File: src/rtl/byp_sel_pkg.sv
package byp_sel_pkg;
  typedef enum logic [1:0] {
    SRC_REGFILE = 2'b00,
    SRC_WB      = 2'b01,
    SRC_MEM     = 2'b10
  } byp_src_e;
endpackage

File: src/rtl/byp_idx_match.sv
module byp_idx_match #(
  parameter int IDX_W = 5
) (
  input  logic             wr_en,
  input  logic [IDX_W-1:0] wr_idx,
  input  logic [IDX_W-1:0] rd_idx,
  output logic             hit
);
  localparam logic [IDX_W-1:0] ZERO_IDX = '0;

  logic idx_live;
  logic idx_same;

  always_comb begin
    idx_live = (wr_idx != ZERO_IDX);
    idx_same = (wr_idx == rd_idx);
    hit      = wr_en & idx_live & idx_same;
  end

  always_comb begin
    assert_zero_idx_R6: assert (!(hit && wr_idx == ZERO_IDX));
    assert_wr_en_R9:    assert (wr_en || !hit);
  end
endmodule

File: src/rtl/byp_opnd_pick.sv
module byp_opnd_pick
  import byp_sel_pkg::*;
(
  input  logic     allow,
  input  logic     hit_mem,
  input  logic     hit_wb,
  output byp_src_e sel
);
  always_comb begin
    if (!allow)       sel = SRC_REGFILE;
    else if (hit_mem) sel = SRC_MEM;
    else if (hit_wb)  sel = SRC_WB;
    else              sel = SRC_REGFILE;
  end

  always_comb begin
    assert_blocked_R8:  assert (allow || sel == SRC_REGFILE);
    assert_no_hit_R2:   assert (hit_mem || hit_wb || sel == SRC_REGFILE);
    assert_legal_R1:    assert (sel != 2'b11);
  end
endmodule

File: src/rtl/byp_sel_unit.sv
module byp_sel_unit
  import byp_sel_pkg::*;
#(
  parameter int IDX_W = 5
) (
  input  logic             mem_wr_en,
  input  logic [IDX_W-1:0] mem_wr_idx,
  input  logic             wb_wr_en,
  input  logic [IDX_W-1:0] wb_wr_idx,
  input  logic [IDX_W-1:0] ex_src_a_idx,
  input  logic [IDX_W-1:0] ex_src_b_idx,
  input  logic             ex_b_is_imm,
  output logic [1:0]       opnd_a_sel,
  output logic [1:0]       opnd_b_sel
);
  localparam int NUM_OPND = 2;

  logic [IDX_W-1:0] src_idx [NUM_OPND];
  logic             allow   [NUM_OPND];
  byp_src_e         sel     [NUM_OPND];

  always_comb begin
    src_idx[0] = ex_src_a_idx;
    src_idx[1] = ex_src_b_idx;
    allow[0]   = 1'b1;
    allow[1]   = ~ex_b_is_imm;
  end

  for (genvar g = 0; g < NUM_OPND; g++) begin : g_opnd
    logic hit_mem;
    logic hit_wb;

    byp_idx_match #(.IDX_W(IDX_W)) u_mem_match (
      .wr_en  (mem_wr_en),
      .wr_idx (mem_wr_idx),
      .rd_idx (src_idx[g]),
      .hit    (hit_mem)
    );

    byp_idx_match #(.IDX_W(IDX_W)) u_wb_match (
      .wr_en  (wb_wr_en),
      .wr_idx (wb_wr_idx),
      .rd_idx (src_idx[g]),
      .hit    (hit_wb)
    );

    byp_opnd_pick u_pick (
      .allow   (allow[g]),
      .hit_mem (hit_mem),
      .hit_wb  (hit_wb),
      .sel     (sel[g])
    );
  end

  assign opnd_a_sel = sel[0];
  assign opnd_b_sel = sel[1];

  always_comb begin
    assert_a_mem_R3: assert (!(mem_wr_en && mem_wr_idx != '0 &&
                               mem_wr_idx == ex_src_a_idx) || opnd_a_sel == 2'b10);
    assert_a_wb_R4:  assert (!(wb_wr_en && wb_wr_idx != '0 && wb_wr_idx == ex_src_a_idx &&
                               !(mem_wr_en && mem_wr_idx == ex_src_a_idx))
                             || opnd_a_sel == 2'b01);
    assert_b_mem_R7: assert (!(!ex_b_is_imm && mem_wr_en && mem_wr_idx != '0 &&
                               mem_wr_idx == ex_src_b_idx) || opnd_b_sel == 2'b10);
    assert_prio_R5:  assert (!(mem_wr_en && wb_wr_en && mem_wr_idx != '0 &&
                               mem_wr_idx == wb_wr_idx && mem_wr_idx == ex_src_a_idx)
                             || opnd_a_sel == 2'b10);
  end
endmodule

File: config.mk
export PLATFORM = sky130hd
export DESIGN_NAME = byp_sel_unit
export DESIGN_NICKNAME = d
export VERILOG_FILES = /design/src/rtl/byp_sel_pkg.sv /design/src/rtl/byp_idx_match.sv /design/src/rtl/byp_opnd_pick.sv /design/src/rtl/byp_sel_unit.sv
export SDC_FILE = /design/constraint.sdc
export NUM_CORES = 1
export LEC_CHECK = 0
export CAP_MARGIN = 10
export CORE_AREA = 4 4 41 43
export DETAILED_ROUTE_END_ITERATION = 6
export DIE_AREA = 0 0 45 47
export PLACE_DENSITY_LB_ADDON = 0.12
export SLEW_MARGIN = 20
export SYNTH_ARGS = -nofsm -noshare
export SYNTH_HDL_FRONTEND = slang
export SYNTH_HIERARCHICAL = 1
export SYNTH_SLANG_ARGS = --single-unit
File: constraint.sdc
create_clock -name vclk -period 0.9
set_input_delay 0.09 -clock vclk [all_inputs]
set_output_delay 0.09 -clock vclk [all_outputs]
set_load 0.02 [all_outputs]
# After elaboration in Yosys (flattened, before gate mapping)
# Cells that the tools add are included.
# Widths: inputs -> output; s select.
# word_totals
regBits,0
input_bits,23
output_inout_bits,4
elab_cells,17
# op_classes
n_eq_ne,4
mux,5
n_bitwise,6
reduce_logical,2
# ops
operator,n
$eq 5x5->1,4
$reduce_bool 5->1,2
$and 1x1->1,6
$mux 2,3
$mux 1,2

# Depth between registers and ports, before layout
# Gate-level depths: netlist of run 1.
# logic_depth
ltp_word,6
depth_mapped,4

# Cells and area by module
# Netlist of run 1, hierarchy kept.
# by_module_without_submodules
module,n_inst,cells_each,area_each_um2,seq_area_each_um2
byp_idx_match,4,10,76.3,0.0
byp_opnd_pick,2,2,16.3,0.0
byp_sel_unit,1,2,7.5,0.0

# Worst setup path before layout of run 1
# No wires, ideal clock.
# synth_timing
path_kind,input port to output port
start,input port mem_wr_idx[0]
end,output port opnd_a_sel[0]
t_arrival_ns,0.892
setup_slack_ns,-0.082
stages,4
cell_sequence,nor4_2 o21ai_1 and4_1 and3b_1
# synth_via
elab_chain_cells,4
# synth_lines
element,line_no,rtl
"start, declared",byp_sel_unit.sv:7,"input logic [IDX_W-1:0] mem_wr_idx,"
$reduce_bool 5->1,byp_idx_match.sv:15,idx_live = (wr_idx != ZERO_IDX);
$and 1x1->1,byp_idx_match.sv:17,hit = wr_en & idx_live & idx_same;
$and 1x1->1 *,byp_idx_match.sv:17,
named net g_opnd[0].hit_mem,byp_sel_unit.sv:30,logic hit_mem;
$mux 2 *,byp_opnd_pick.sv:11,else if (hit_mem) sel = SRC_MEM;
"end, declared",byp_sel_unit.sv:13,"output logic [1:0] opnd_a_sel,"
# Mark *: on every way through the listed nets, which the timed path passes. The rest lies on a longest branch.

# Worst setup path after layout of run 1
# layout_timing
start,input port ex_src_b_idx[3]
end,output port opnd_b_sel[0]
# layout_rtl
element,line_no,rtl
"start, declared",byp_sel_unit.sv:11,"input logic [IDX_W-1:0] ex_src_b_idx,"
$eq 5x5->1,byp_idx_match.sv:16,idx_same = (wr_idx == rd_idx);
$and 1x1->1,byp_idx_match.sv:17,
named net g_opnd[1].hit_mem,byp_sel_unit.sv:30,
$mux 2,byp_opnd_pick.sv:11,
$mux 2,byp_opnd_pick.sv:10,if (!allow) sel = SRC_REGFILE;
"end, declared",byp_sel_unit.sv:14,output logic [1:0] opnd_b_sel
# The timed path passes the listed nets, and every way through them passes these cells.

==> results of run 1 <==
where the power goes:
group	internal [mW]	leakage [nW]	switching, mW
clock network	0	0	0
logic	0.161	0.331	0.114
registers	0	0	0
total	0.161	0.331	0.114
critical path: cells and delay by family:
kind / cells / cell delay (ns)
xor+xnor: 1 / 0.15
simple gates: 3 / 0.65
buf+inv: 2 / 0.23
synth_stat cells (all sizes together):
master | instances | area, µm²
nor4 | 4 | 50.05
nor3 | 4 | 20.02
and3b | 2 | 17.52
or2 | 4 | 25.02
xnor2 | 4 | 35.03
o21ai | 4 | 20.02
and4 | 4 | 35.03
nand2 | 4 | 15.01
inv | 1 | 3.750
conb | 1 | 3.750
xor2 | 12 | 105.1
and2 | 2 | 15.01
layer usage:
metal | up-vias | part of all wire, % | global-route usage (%)
li1 | 230 | - | -
met3 | 0 | 6.2 | 0.3831
met1 | 193 | 43 | 15.28
met4 | 0 | 0 | 0
met2 | 11 | 51 | 18.93
met5 | - | 0 | 0
layout make-up:
class / instances / area (µm²) / share of cell area [%]
Multi-Input combinational cell: 46 / 397.9 / 54.17
Inverter: 1 / 3.754 / 0.5111
Tap cell: 15 / 18.77 / 2.555
Timing Repair Buffer: 33 / 314.1 / 42.76
cell families after synthesis:
| group | count (synthesis) |
|---|---|
| other | 1 |
| AND/OR/NAND/NOR | 24 |
| AO/OA/AOI/OAI | 4 |
| XOR/XNOR | 16 |
| buffers and inverters | 1 |
what timing repair did:
| action | CTS | global route |
|---|---|---|
| setup endpoints to repair | 4 | 4 |
| gates resized for setup | 117 | 12 |
| pin swaps | 20 | 13 |
| buffers inserted | 0 | 1 |
path summary, 6_finish.rpt:
check             to            start  slack (ns)  cells past startpoint
max    opnd_b_sel[0]  ex_src_b_idx[3]       -0.31                      6
min    opnd_a_sel[1]        mem_wr_en        0.71                      4
==> impl_metrics.env, run 1 <==
export IMPL_sequential_cell_total=0
export IMPL_die_area_um2=2115
export IMPL_cap_viol_max_count=0
export IMPL_yosys_mux_area_fraction_pct=0
export IMPL_most_common_layout_cells="15 x sky130_fd_sc_hd__buf_6, 12 x sky130_fd_sc_hd__xor2_1, 6 x sky130_fd_sc_hd__buf_2"
export IMPL_final_cell_area_um2=734.5
export IMPL_floorplan_rows=13
export IMPL_max_vdd_ir_drop_v=0.0002413
export IMPL_post_layout_nonfiller_instances=95
export IMPL_master_of_the_slowest_instance_on_the_critical_path="sky130_fd_sc_hd__and4_1"
export IMPL_yosys_warnings=6
export IMPL_synth_compound_area_share_pct=5.797
export IMPL_average_cell_area_after_synthesis_um2=7.507
export IMPL_cts_hold_buf=0
export IMPL_detail_route_drc_violations=0
export IMPL_postPlaceCellArea_um2=695.7
export IMPL_hold_worst_slack_ns=0.7115
export IMPL_crit_type="in2out"
export IMPL_timing_final_max_slew_violations=0
export IMPL_number_of_antenna_violations_at_the_first_check_in_global_routing=0
export IMPL_grt_pass1_wl_mm=1.752
export IMPL_gp_congestion=0.7385
export IMPL_rsz0062_at_grt="true"
export IMPL_place_worst_setup_slack_ns=-1.245
export IMPL_grt_overflow_total=0
export IMPL_diodes=0
export IMPL_setup_violations=4
export IMPL_ys_seq_area_share_pct=0
export IMPL_drt_vias_per_instance=4.568
export IMPL_synth_area_um2=345.3
export IMPL_crit_path_start_kind="input port"
export IMPL_critical_path_cell_chain="buf_6 -> xor2_1 -> nor3_1 -> and4_1 -> and3b_2 -> buf_6"
export IMPL_critical_path_max_stage_delay_ns=0.24
export IMPL_globalRouteTotalUtil_pct=10.70
export IMPL_first_global_vias=398
export IMPL_cp_arrival_ns=1.12
export IMPL_drive_above_1_share_pct=47.50
export IMPL_layout_worst_path_cycle_share_pct=134.5
export IMPL_status="finished, violations left"
export IMPL_floorplan_initialDensity_pct=26.54
export IMPL_layout_clock_buffers=0
export IMPL_synth_simple_gate_area_share_pct=51.45
export IMPL_hold_viol_final=0
export IMPL_drt_pre_antenna_iters=2
export IMPL_timing_critical_path_to_type="primary output"
export IMPL_ys_types=12
export IMPL_power_per_cell_area_nw_per_um2=374.9
export IMPL_fin_tns_setup_ns=-0.9705
export IMPL_areaGrowthSynthToFinish_pct=112.7
export IMPL_required_ns=0.81
export IMPL_core_area_um2=1301
export IMPL_layout_min_cycle_time_ns=1.211
export IMPL_die_x_um=45
export IMPL_final_nets=105
export IMPL_via_count=434
export IMPL_dpl_cell_count=94
export IMPL_routed_wl_mm=1.056
export IMPL_final_util_pct=56.44
export IMPL_violations="negative setup slack"
export IMPL_detail_routed_net_length_per_standard_cell_um=11.12
export IMPL_ff_latch_area_um2=0
export IMPL_achievable_frequency_mhz=826.0
export IMPL_critPathMostFrequentCell="sky130_fd_sc_hd__buf_6"
export IMPL_timing_critical_path_fanout_max=2
export IMPL_synth_adder_area_share_pct=0
export IMPL_synth_top_family_by_area="simple AND/OR/NAND/NOR gates"
export IMPL_postRouteAntennaNets=0
export IMPL_post_synth_xor_area_fraction_pct=40.58
export IMPL_total_power_uw=275.4
export IMPL_floorplan_io_pins=27
export IMPL_power_static_leakage_nw=0.3311
export IMPL_dp_hpwl_um=943.2
export IMPL_final_setup_worst_slack_ns=-0.3107
export IMPL_hold_path_class="in2out"
export IMPL_detail_route_iter0_violations=2
export IMPL_mostFrequentLayoutCell="sky130_fd_sc_hd__buf_6"
export IMPL_grt_max_degree=5
export IMPL_n_fill_cell=144
export IMPL_floorplan_die_height_um=47
export IMPL_postSynthCellCount=46
export IMPL_io_buffers=27
No activity file was read; power rests on OpenSTA's default activity.
==> run 2: changes to the inputs <==
Settings changed: RECOVER_POWER set to 50.
==> results of run 2 <==
No change in the layout: final DEF, timing and power equal those of run 1.
